--- src/rtl/ltmr_pkg.sv ---
package ltmr_pkg;

    localparam int LTMR_VEC_W    = 8;
    localparam int LTMR_MODE_POS = 17;

    typedef enum logic {
        TM_ONESHOT  = 1'b0,
        TM_PERIODIC = 1'b1
    } tmr_mode_e;

    typedef struct packed {
        tmr_mode_e               mode;
        logic [LTMR_VEC_W-1:0]   vec;
    } tmr_cfg_t;

    function automatic tmr_cfg_t decode_cfg(input logic [31:0] word);
        tmr_cfg_t c;
        c.mode = tmr_mode_e'(word[LTMR_MODE_POS]);
        c.vec  = word[LTMR_VEC_W-1:0];
        return c;
    endfunction

endpackage

--- src/rtl/ltmr_prescaler.sv ---
module ltmr_prescaler #(
    parameter int DIV_W = 8
) (
    input  logic             clk,
    input  logic             rst,
    input  logic             clr,
    input  logic             adv,
    input  logic [DIV_W-1:0] div,
    output logic             strobe
);
    localparam logic [DIV_W:0] ONE = {{DIV_W{1'b0}}, 1'b1};

    logic [DIV_W-1:0] pre_q;
    logic [DIV_W:0]   inc;
    logic [DIV_W:0]   eff;
    logic             wrap;

    always_comb begin
        eff    = (div == '0) ? ONE : {1'b0, div};
        inc    = {1'b0, pre_q} + ONE;
        wrap   = (inc >= eff);
        strobe = adv && wrap;
    end

    always_ff @(posedge clk) begin
        if (rst || clr) begin
            pre_q <= '0;
        end else if (adv) begin
            pre_q <= wrap ? '0 : inc[DIV_W-1:0];
        end
    end
endmodule

--- src/rtl/ltmr_counter.sv ---
module ltmr_counter
    import ltmr_pkg::*;
#(
    parameter int CNT_W = 32
) (
    input  logic                  clk,
    input  logic                  rst,
    input  logic                  load,
    input  logic [CNT_W-1:0]      load_val,
    input  logic                  dec,
    input  tmr_cfg_t              cfg,
    output logic [CNT_W-1:0]      count,
    output logic [CNT_W-1:0]      reload,
    output logic                  active,
    output logic                  fire,
    output logic [LTMR_VEC_W-1:0] vec
);
    localparam logic [CNT_W-1:0] LAST = {{(CNT_W-1){1'b0}}, 1'b1};

    always_ff @(posedge clk) begin
        if (rst) begin
            count  <= '0;
            reload <= '0;
            active <= 1'b0;
            fire   <= 1'b0;
            vec    <= '0;
        end else begin
            fire <= 1'b0;
            if (load) begin
                count  <= load_val;
                reload <= load_val;
                active <= (load_val != '0);
            end else if (dec && active) begin
                if (count == LAST) begin
                    fire <= 1'b1;
                    vec  <= cfg.vec;
                    if (cfg.mode == TM_PERIODIC) begin
                        count <= reload;
                    end else begin
                        count  <= '0;
                        active <= 1'b0;
                    end
                end else begin
                    count <= count - LAST;
                end
            end
        end
    end
endmodule

--- src/rtl/intr_countdown_timer.sv ---
module intr_countdown_timer
    import ltmr_pkg::*;
#(
    parameter int CNT_W = 32,
    parameter int DIV_W = 8
) (
    input  logic                  clk,
    input  logic                  rst,
    input  logic                  tick,
    input  logic                  icount_wr,
    input  logic [CNT_W-1:0]      icount_data,
    input  logic [31:0]           cfg_word,
    input  logic [DIV_W-1:0]      div_factor,
    output logic [CNT_W-1:0]      cur_count,
    output logic                  irq_pulse,
    output logic [LTMR_VEC_W-1:0] irq_vector
);
    tmr_cfg_t         cfg;
    logic             active;
    logic             dec_stb;
    logic [CNT_W-1:0] init_q;

    assign cfg = decode_cfg(cfg_word);

    ltmr_prescaler #(.DIV_W(DIV_W)) u_pre (
        .clk    (clk),
        .rst    (rst),
        .clr    (icount_wr),
        .adv    (tick && active && !icount_wr),
        .div    (div_factor),
        .strobe (dec_stb)
    );

    ltmr_counter #(.CNT_W(CNT_W)) u_cnt (
        .clk      (clk),
        .rst      (rst),
        .load     (icount_wr),
        .load_val (icount_data),
        .dec      (dec_stb),
        .cfg      (cfg),
        .count    (cur_count),
        .reload   (init_q),
        .active   (active),
        .fire     (irq_pulse),
        .vec      (irq_vector)
    );
endmodule

--- config.mk ---
export PLATFORM = sky130hd
export DESIGN_NAME = intr_countdown_timer
export DESIGN_NICKNAME = d
export VERILOG_FILES = /design/src/rtl/ltmr_pkg.sv /design/src/rtl/ltmr_prescaler.sv /design/src/rtl/ltmr_counter.sv /design/src/rtl/intr_countdown_timer.sv
export SDC_FILE = /design/constraint.sdc
export NUM_CORES = 1
export LEC_CHECK = 0
export ABC_CLOCK_PERIOD_IN_PS = 2800
export BUFFER_PORTS_ARGS = -buffer_cell sky130_fd_sc_hd__buf_4
export CORE_ASPECT_RATIO = 1.75
export CORE_UTILIZATION = 49
export DETAILED_ROUTE_END_ITERATION = 10
export PLACE_DENSITY = 0.74
export SLEW_MARGIN = 0
export SYNTH_ARGS = -nofsm -noshare
export SYNTH_HDL_FRONTEND = slang
export SYNTH_SLANG_ARGS = --single-unit
--- constraint.sdc ---
create_clock -name clk -period 2.8 [get_ports clk]
set_clock_uncertainty 0.05 [all_clocks]
set_input_delay 0.28 -clock clk [delete_from_list [all_inputs] [get_ports clk]]
set_output_delay 0.28 -clock clk [all_outputs]
set_load 0.05 [all_outputs]
; ---- Word-level counts from Yosys, hierarchy flattened
; Cells that the tools add are included.
[totals]
ff_bits = 82
in_bits = 76
output_inout_bits = 41
elab_cells = 37
[op_classes]
addsub = 2
magnitude_cmp = 1
eq_ne = 2
muxes = 11
n_bitwise = 2
reduce_logical = 13
[op_table]
columns = cell, count
row1 = $mux W32, 4
row2 = $eq A32 B1 Y1 const B, 1
row3 = $reduce_bool A32 Y1, 1
row4 = $sub A32 B1 Y32 const B, 1
row5 = $mux W8, 2
row6 = $add A8 B1 Y9 const B, 1
row7 = $ge A9 B9 Y1, 1
row8 = $logic_not A8 Y1, 1
row9 = $reduce_and A3 Y1, 2
row10 = $mux W1, 5
row11 = $logic_and A1 B1 Y1, 4
row12 = $reduce_bool A2 Y1, 2
row13 = $reduce_or A3 Y1, 1
row14 = $ne A2 B2 Y1 const B, 1
row15 = $not A1 Y1, 2
row16 = $logic_not A1 Y1, 1
row17 = $logic_or A1 B1 Y1, 1

; ---- Longest topological paths before layout
; Gate-level depths: netlist of run 1.
[logic_depth]
depth_word = 7
depth_mapped = 13
depth_no_buf = 11

; ---- By module
; From an unflattened synthesis of run 1, not the netlist that was laid out.
[hier_totals]
cells_unflattened = 565
hier_area_um2 = 4599.4
[modules_own_cells]
columns = module, n_inst, cells_per_inst, area_each_um2, seq_area_each_um2
row1 = ltmr_counter, 1, 495, 3982.6, 1481.4
row2 = ltmr_prescaler, 1, 69, 608.1, 160.2
row3 = intr_countdown_timer, 1, 1, 8.8, 0.0

; ---- Least setup slack after synthesis of run 1
; No wires, ideal clock.
[synth_timing]
path_type = register -> register
start = register u_cnt.count[0]
end = register u_cnt.count[12]
setup_ns = 0.132
t_arrival_ns = 2.681
required_ns = 2.618
setup_slack_ns = -0.063
path_stages_with_launch = 9
path_buffers = 1
period_less_slack_ns = 2.863
cell_sequence = dfxtp_1 ha_1 or4b_1 or3_1 nor4_4 buf_4 nor4_1 o311ai_0 a21oi_1
[synth_via]
elab_chain_cells = 4
word_cells_on_any_way = 5
cone_classes = add/sub: 1 / eq/ne: 1 / mux: 3
[synth_lines]
columns = element, line_no
row1 = "start, declared", ltmr_counter.sv:12  ; output logic [CNT_W-1:0] count,
row2 = "start signal, assigned", ltmr_counter.sv:30  ; count <= load_val;
row3 = "start signal, assigned", ltmr_counter.sv:38  ; count <= reload;
row4 = "start signal, assigned", ltmr_counter.sv:44  ; count <= count - LAST;
row5 = $sub A32 B1 Y32 / $eq A32 B1 Y1 (equally long branches), "ltmr_counter.sv:44, ltmr_counter.sv:34"
row6 = $mux W32 *, ltmr_counter.sv:34  ; if (count == LAST) begin
row7 = $mux W32 *, ltmr_counter.sv:33  ; end else if (dec && active) begin
row8 = $mux W32 *, ltmr_counter.sv:29  ; if (load) begin
; Mark *: on every way between the ends. The rest lies on a longest branch, timed or not. The select of a mux whose other input is x is not followed.
; A chain may end at the register's enable or synchronous reset.

; ---- Worst setup path in the final report of run 1
[layout_timing]
start = register u_pre.pre_q[0]
end = register u_cnt.count[18]
[layout_via]
elab_chain_cells = 5
[layout_lines]
columns = element, line_no
row1 = "start, declared", ltmr_prescaler.sv:13  ; logic [DIV_W-1:0] pre_q;
row2 = "start signal, assigned", ltmr_prescaler.sv:29  ; pre_q <= wrap ? '0 : inc[DIV_W-1:0];
row3 = $add A8 B1 Y9, ltmr_prescaler.sv:20  ; inc = {1'b0, pre_q} + ONE;
row4 = $ge A9 B9 Y1, ltmr_prescaler.sv:21  ; wrap = (inc >= eff);
row5 = $logic_and A1 B1 Y1, ltmr_prescaler.sv:22  ; strobe = adv && wrap;
row6 = $logic_and A1 B1 Y1, ltmr_counter.sv:33
row7 = $reduce_bool A2 Y1 (no source line), n/a
; Every way passes these cells.

==> out/qor.csv, run 1 <==
metric,value,unit
Slew Limit Fails,0,
clk buf depth,2,
total grt overflow,0,
sequential power share,39.4,%
drt pass-1 iters,5,
post-place instance area,5720,µm²
clock power share,37.1,%
YS warnings,0,
Util after Layout,65.1,%
Worst EP required,3.00,ns
Final Hold Fails,0,
outcome,"finished, final reports clean",
Diodes inserted,0,
initial antenna violation count,0,
TritonCTS clock tree,built,
min-delay src,cfg_word[6],
core area,9410,µm²
Worst path slowest cell,dfxtp_2,
setup slack after layout,0.0274,ns
DRT iter0 DRCs,381,
area of the multi-input gates,2860,µm²
routability cong.,0.975,
worst r2r src,u_pre.pre_q[0]$_SDFFE_PP0P_,
Worst Path Buf+Inv,1,
Die Ht,132,µm
gr usage total,29.5,%
Lkg Pwr,2.59,nW
GR Util met2,52.4,%
"Largest stage delay, worst path",0.36,ns
Worst R2R Path Depth,12,
port bufs,93,
Num CTS Buffers,9,
Detail Route Antenna Nets,0,
Max rail drop VDD,0.389,mV
Combinational Power Share,23.5,%
Final Setup Violations,0,
Routed WL,15.2,mm
Sequential Area,1650,µm²
most common cell in the netlist,dfxtp_1,
crit path DAT,2.97,ns
clock latency on the worst-skew pair,0.34,ns
Crit path top cell by count,ha_1,
largest net degree at the start of global routing,43,
NetSw,0.995,mW
Synth area leaders,"dfxtp_1 (35%), a21oi_1 (5.4%), nor2_1 (4.7%)",
DRC viols,0,
Final Cell Area,6130,µm²
Routed WL per cell,18.4,µm
Setup WS pre-CTS,-0.0389,ns
Clock Pin Slew Worst Setup and Hold Paths,0.06,ns
post-synth top area share,34.9,%
met3 Track Usage GR,4.86,%
clock sink count,82,
met1 GRT Util,33.0,%
Final Critical Period,2.77,ns
GR peak layer,met2,
Synth Cell Area,4710,µm²
nature of the critical path startpoint,flop,
DR vias,5050,
FP Rows,47,
Hold Path Depth,3,
"EDFF count, synth",0,
worst hold path class,input port to flop,
Synth Register Bits,82,
P_int,2.25,mW
share of cells above drive strength 1,27.0,%
Starting Density,50.1,%
Setup Crit Path Kind,flop to flop,
Gate Count Post-Synth,584,
global-route wire length before repair,23.6,mm
die area,10000,µm²
flop-to-flop setup slack,0.03,ns
vias per cell,6.14,
Max Freq,0.361,GHz
Synth top cells by count,"dfxtp_1 (82), nor2_1 (59), nand2_1 (58), a21oi_1 (51), clkbuf_1 (26)",
Final period util,99.0,%
post-synthesis sequential area ratio,34.9,%
# fillers,846,
Yosys cell types,68,
Reg-to-Reg End,u_cnt.count[18]$_SDFFE_PP0P_,
Worst Path Max Fanout,15,
DP HPWL,10.9,mm
critical path's top delay family,compound AO/OA/AOI/OAI gates,
"FFs w/ async S/R, synth",0,%
# hold bufs at CTS,0,
maxcap violations,0,
Slew @ Worst Pin,0.597,ns
width of the die,76.1,µm
Hold Path End,u_cnt.vec[6]$_SDFFE_PP0P_,
nets,782,
root buf cell,clkbuf_16,
H-tree Lvls,3,
"Cell Chain, Critical Path","ha_1, and3_2, nand3_1, xnor2_1, ha_1, nand2_1, o21ai_1, a21o_1, a31oi_1, buf_6, a21oi_1, o32ai_1",
number of global-route vias before repair,4879,
RSZ-0062 raised after global routing,true,
P&R area growth vs syn,30.1,%
syn nets,671,
switching part of the total power,30.6,%
dominant cell type by area after synthesis,dfxtp_1,
syn avg cell area,8.06,µm²
IO Count,117,
Slew headroom,59.9,%
Crit. End Element,flop,
P per Cell Area,530,nW/µm²
"Primary FF master, synth",dfxtp_1,
==> logic make-up (layout without fill, tap and decap cells) <==
family / count (synthesis) / count (layout) / share of synthesized area [%]
AO/OA/AOI/OAI: 151 / 151 / 22.1
XOR/XNOR: 23 / 23 / 4.28
adder cells (fa/ha/maj): 11 / 11 / 2.92
buffers and inverters: 58 / 174 / 5.47
multiplexers: 19 / 19 / 4.04
AND/OR/NAND/NOR: 240 / 240 / 26.3
flip-flops: 82 / 82 / 34.9
==> power groups by stage <==
stage / Combinational, mW / Clock (mW) / Sequential [mW]
final: 0.762 / 1.21 / 1.28
after CTS: 0.748 / 1.21 / 1.28
after floorplan: 0.356 / 0 / 1.41
after detailed placement: 0.745 / 0 / 1.30
after global placement: 0.734 / 0 / 1.30
after global routing: 0.811 / 1.27 / 1.29
==> stage by stage <==
stage               setup TNS, ns  hold slack, ns  power [mW]  instances
global placement                0           0.399        2.03        801
global route                -1.43           0.145        3.37        822
floorplan                       0           0.375        1.77        584
CTS                        -0.235           0.146        3.24        817
finish                          0           0.146        3.25        822
detailed placement         -0.165           0.401        2.05        801
==> per-layer routing <==
layer,share of wire (%),vias up
li1,-,2382
met1,38,2392
met2,51,227
met3,6.5,49
met4,4.0,0
met5,0,-
==> flip-flops by register name, summed over array words and instances (netlist names) <==
signal	flops
u_pre.pre_q	8
u_cnt.count	32
u_cnt.active	1
u_cnt.reload	32
u_cnt.fire	1
u_cnt.vec	8
==> final cells by class <==
| class | instances | share of cell area, % |
|---|---|---|
| multi-input combinational | 444 | 46.6 |
| sequential | 82 | 26.9 |
| timing repair buffer | 142 | 18.1 |
| clock buffer | 11 | 4.13 |
| tap | 122 | 2.49 |
| inverter | 16 | 0.980 |
| clock inverter | 5 | 0.858 |
==> timing repair <==
item,CTS,global route
cloned,0,1
setup endpoints to repair,7,47
gates resized for setup,1,21
pin swaps,0,1
buffers inserted,0,4
==> worst max-delay path by stage <==
stage,start,to,slack (ns),depth (start not counted)
global placement,u_pre.pre_q[0]$_SDFFE_PP0P_,u_cnt.count[28]$_SDFFE_PP0P_,0.03,11
CTS,u_pre.pre_q[0]$_SDFFE_PP0P_,u_cnt.count[24]$_SDFFE_PP0P_,-0.06,11
floorplan,u_pre.pre_q[0]$_SDFFE_PP0P_,u_cnt.count[20]$_SDFFE_PP0P_,0.04,12
detailed placement,u_pre.pre_q[0]$_SDFFE_PP0P_,u_cnt.count[24]$_SDFFE_PP0P_,-0.04,11
global route,u_pre.pre_q[2]$_SDFFE_PP0P_,u_cnt.count[18]$_SDFFE_PP0P_,-0.15,11
finish,u_pre.pre_q[0]$_SDFFE_PP0P_,u_cnt.count[18]$_SDFFE_PP0P_,0.03,12
==> cells in the final DEF (no fill, tap or decap), drive strengths merged, types with 11 or more instances in the layout <==
cell type / count
inv: 16
buf: 142
a21oi: 51
dfxtp: 82
and3: 17
mux2i: 19
nand3: 21
xnor2: 13
nor4: 18
o21ai: 27
nand2: 58
ha: 11
nor3: 24
nor2: 61
clkbuf: 11
==> worst min-delay path: cells and delay by family <==
family	cells	cell delay [ns]
AO/OA/AOI/OAI	1	0.05
buffers and inverters	1	0.11
AND/OR/NAND/NOR	1	0.05
(Power assumes the default switching activity.)
==> run 2: changes to the inputs <==
- CORE_UTILIZATION: 49 -> 48
- PLACE_DENSITY: 0.74 -> 0.73
- SYNTH_HIERARCHICAL: default -> 1
==> run 2 against run 1 <==
The flow now finishes with violations (negative setup slack). Cell count shrank 1.2%. Via count fell by 1.7%. Register-to-register slack got worse by 0.49 ns.
==> out/qor.csv, run 2 <==
metric,value,unit,change
outcome,finished with violations,,"was finished, final reports clean"
failing checks,negative setup slack,,
clock latency on the worst-skew pair,0.34,ns,about the same
gr usage total,29.2,%,was 29.5%
DP HPWL,10.5,mm,was 10.9 mm
simple-gate share of the synthesized area,27.3,%,was 26.3%
syn avg cell area,8.14,µm²,was 8.06 µm²
Routed WL,14.9,mm,was 15.2 mm
Gate Count Post-Synth,565,,was 584
post-synthesis adder-cell area fraction,2.99,%,was 2.92%
post-synthesis mux area share,3.54,%,was 4.04%
Worst Path Buf+Inv,0,,was 1
clk buf depth,2,,unchanged
Final period util,117,%,was 99.0%
Crit. End Element,flop,,unchanged
Clock Pin Slew Worst Setup and Hold Paths,0.06,ns,about the same
Final Cell Area,6180,µm²,was 6130 µm²
Lkg Pwr,2.65,nW,was 2.59 nW
Worst R2R Path Depth,14,,was 12
IO Count,117,,unchanged
P per Cell Area,512,nW/µm²,was 530 nW/µm²
Synth top cells by count,"dfxtp_1 (82), nand2_1 (73), a21oi_1 (62), nor2_1 (48), clkbuf_1 (20)",,"was dfxtp_1 (82), nor2_1 (59), nand2_1 (58), a21oi_1 (51), clkbuf_1 (26)"
placed insts,787,,was 801
main combinational cell family by area after synthesis,simple AND/OR/NAND/NOR gates,,unchanged
CP Depth,14,,was 12
Final Hold Fails,0,,unchanged
FP Rows,46,,was 47
Slew @ Worst Pin,0.899,ns,was 0.597 ns
maxcap violations,0,,unchanged
Final Critical Period,3.26,ns,was 2.77 ns
"EDFF count, synth",0,,unchanged
Num CTS Buffers,9,,unchanged
biggest regs,"u_cnt/count: 32 flops, u_cnt/reload: 32 flops",,"was u_cnt.count: 32 flops, u_cnt.reload: 32 flops"
"Largest stage delay, worst path",0.38,ns,was 0.36 ns
# hold bufs at CTS,0,,unchanged
total grt overflow,0,,unchanged
global-route wire length before repair,23.1,mm,was 23.6 mm
nature of the critical path startpoint,flop,,unchanged
DR vias,4964,,was 5050
post-place instance area,5710,µm²,was 5720 µm²
routability cong.,0.946,,was 0.975
drt pass-1 iters,8,,was 5
Starting Density,49.9,%,was 50.1%
initial antenna violation count,0,,unchanged
DRT iter0 DRCs,525,,was 381
port bufs,93,,unchanged
die area,9990,µm²,was 10000 µm²
Slew headroom,40.0,%,was 59.9%
syn nets,652,,was 671
Detail Route Antenna Nets,0,,unchanged
"commonest non-fill, non-tap cell in the layout",buf_4,,unchanged
H-tree Lvls,3,,unchanged
worst hold path class,input port to flop,,unchanged
"Primary FF master, synth",dfxtp_1,,unchanged
crit path DAT,3.43,ns,was 2.97 ns
largest net degree at the start of global routing,84,,was 43
Synth area leaders,"dfxtp_1 (36%), a21oi_1 (6.7%), nand2_1 (6.0%)",,"was dfxtp_1 (35%), a21oi_1 (5.4%), nor2_1 (4.7%)"
Synth Cell Area,4600,µm²,was 4710 µm²
nets,774,,was 782
"Cell Chain, Critical Path","nand4_1, nor2_1, xor2_1, ha_1, o21a_1, o2111a_1, a2111o_1, and2_4, and2_4, nor2_4, nor2_1, mux2_4, a222oi_1, a21oi_1",,"was ha_1, and3_2, nand3_1, xnor2_1, ha_1, nand2_1, o21ai_1, a21o_1, a31oi_1, buf_6, a21oi_1, o32ai_1"
Post-Synth XOR/XNOR Area,3.81,%,was 4.28%
Diodes inserted,0,,unchanged
TritonCTS clock tree,built,,unchanged
Hold Path Depth,3,,unchanged
Worst path slowest cell,a2111o_1,,was dfxtp_2
Synth Register Bits,82,,unchanged
Final Setup Violations,41,,was 0
Sequential Area,1650,µm²,about the same
width of the die,76.0,µm,was 76.1 µm
Max rail drop VDD,0.325,mV,was 0.389 mV
dominant cell type by area after synthesis,dfxtp_1,,unchanged
Worst EP required,2.97,ns,was 3.00 ns
"FFs w/ async S/R, synth",0,%,unchanged
Total Power,3.17,mW,was 3.25 mW
setup slack after layout,-0.464,ns,was 0.0274 ns
RSZ-0062 raised after global routing,true,,unchanged
share of cells above drive strength 1,29.8,%,was 27.0%
post-synth top area share,35.7,%,was 34.9%
"commonest non-fill, non-tap cells in the layout","buf_4 (137), dfxtp_1 (78), nand2_1 (72)",,"was buf_4 (135), dfxtp_1 (79), nor2_1 (58)"
Max Freq,0.306,GHz,was 0.361 GHz
Setup Crit Path Kind,flop to flop,,unchanged
Routed WL per cell,18.3,µm,was 18.4 µm
root buf cell,clkbuf_16,,unchanged
Die Ht,131,µm,was 132 µm
Layout Cells excl Fill,812,,was 822
vias per cell,6.11,,was 6.14
YS warnings,6,,was 0
Yosys cell types,72,,was 68
P&R area growth vs syn,34.4,%,was 30.1%
Slew Limit Fails,0,,unchanged
most common cell in the netlist,dfxtp_1,,unchanged
core area,9210,µm²,was 9410 µm²
clock sink count,82,,unchanged
TNS Setup,-11.18,ns,was 0 ns
Worst Path Max Fanout,5,,was 15
number of global-route vias before repair,4895,,was 4879
compound-cell area share of the yosys netlist,22.0,%,was 22.1%
critical path's top delay family,compound AO/OA/AOI/OAI gates,,unchanged
area of the multi-input gates,2890,µm²,was 2860 µm²
post-synthesis sequential area ratio,35.7,%,was 34.9%
DRC viols,0,,unchanged
# fillers,781,,was 846
[run 2: logic make-up (layout without fill, tap and decap cells)]
group,count (synthesis),in the layout
buffers and inverters,48,174
muxes,16,16
AOI/OAI and AO/OA,153,153
DFF,82,82
adders and majority gates,11,11
xor gates and xnor gates,20,20
and+or+nand+nor,235,236
[run 2: final timing paths]
path | startpoint | to | slack, ns
worst min-delay path | icount_data[5] | u_cnt/reload[5]$_SDFFE_PP0P_ | 0.15
worst max-delay path | u_pre/pre_q[0]$_SDFFE_PP0P_ | u_cnt/count[11]$_SDFFE_PP0P_ | -0.46
worst max register to register | u_pre/pre_q[0]$_SDFFE_PP0P_ | u_cnt/count[11]$_SDFFE_PP0P_ | -0.46
worst min register to register | u_cnt/reload[29]$_SDFFE_PP0P_ | u_cnt/count[29]$_SDFFE_PP0P_ | 0.39
[run 2: worst min-delay path, stage by stage]
cell and delay (ns):
buf_4 0.09, mux2i_1 0.06, nor2_1 0.07
[run 2: timing repair]
action / in CTS / in global routing
hold endpoints to repair: 0 / 0
endpoints found under the setup margin: 41 / 43
pin swaps: 19 / 17
gates cloned: 1 / 0
resized for setup: 20 / 7
buffers inserted: 8 / 2
[run 2: routing by layer]
layer  vias up  wire (µm)  track usage, %
met4         0        658            17.5
met1      2337       5360            29.4
met3        63        962            5.90
met5         -          0               0
met2       255       7910            54.1
li1       2309          -               -
[run 2: report_power, final]
group | total, mW | internal, mW | switching (mW)
Combinational | 0.632 | 0.253 | 0.379
Sequential | 1.29 | 1.22 | 0.0672
Clock | 1.25 | 0.780 | 0.467
Total | 3.17 | 2.25 | 0.913
[run 2: cell type report]
class / instances / share of cell area (%)
flip-flops and latches: 82 / 26.8
inverters: 15 / 0.911
clock inverters: 5 / 1.30
clock buffers: 11 / 3.76
well taps: 120 / 2.43
multi-input cells: 436 / 46.7
repair buffers: 143 / 18.2
[run 2: metrics by stage]
stage | setup WS, ns | hold WS (ns) | util, %
6_report | -0.464 | 0.145 | 67.1
3_3_place_gp | -0.386 | 0.382 | 62.0
2_1_floorplan | -0.424 | 0.370 | -
3_5_place_dp | -0.491 | 0.387 | 62.0
5_1_grt | -0.678 | 0.147 | 67.1
4_1_cts | -0.410 | 0.139 | 66.8
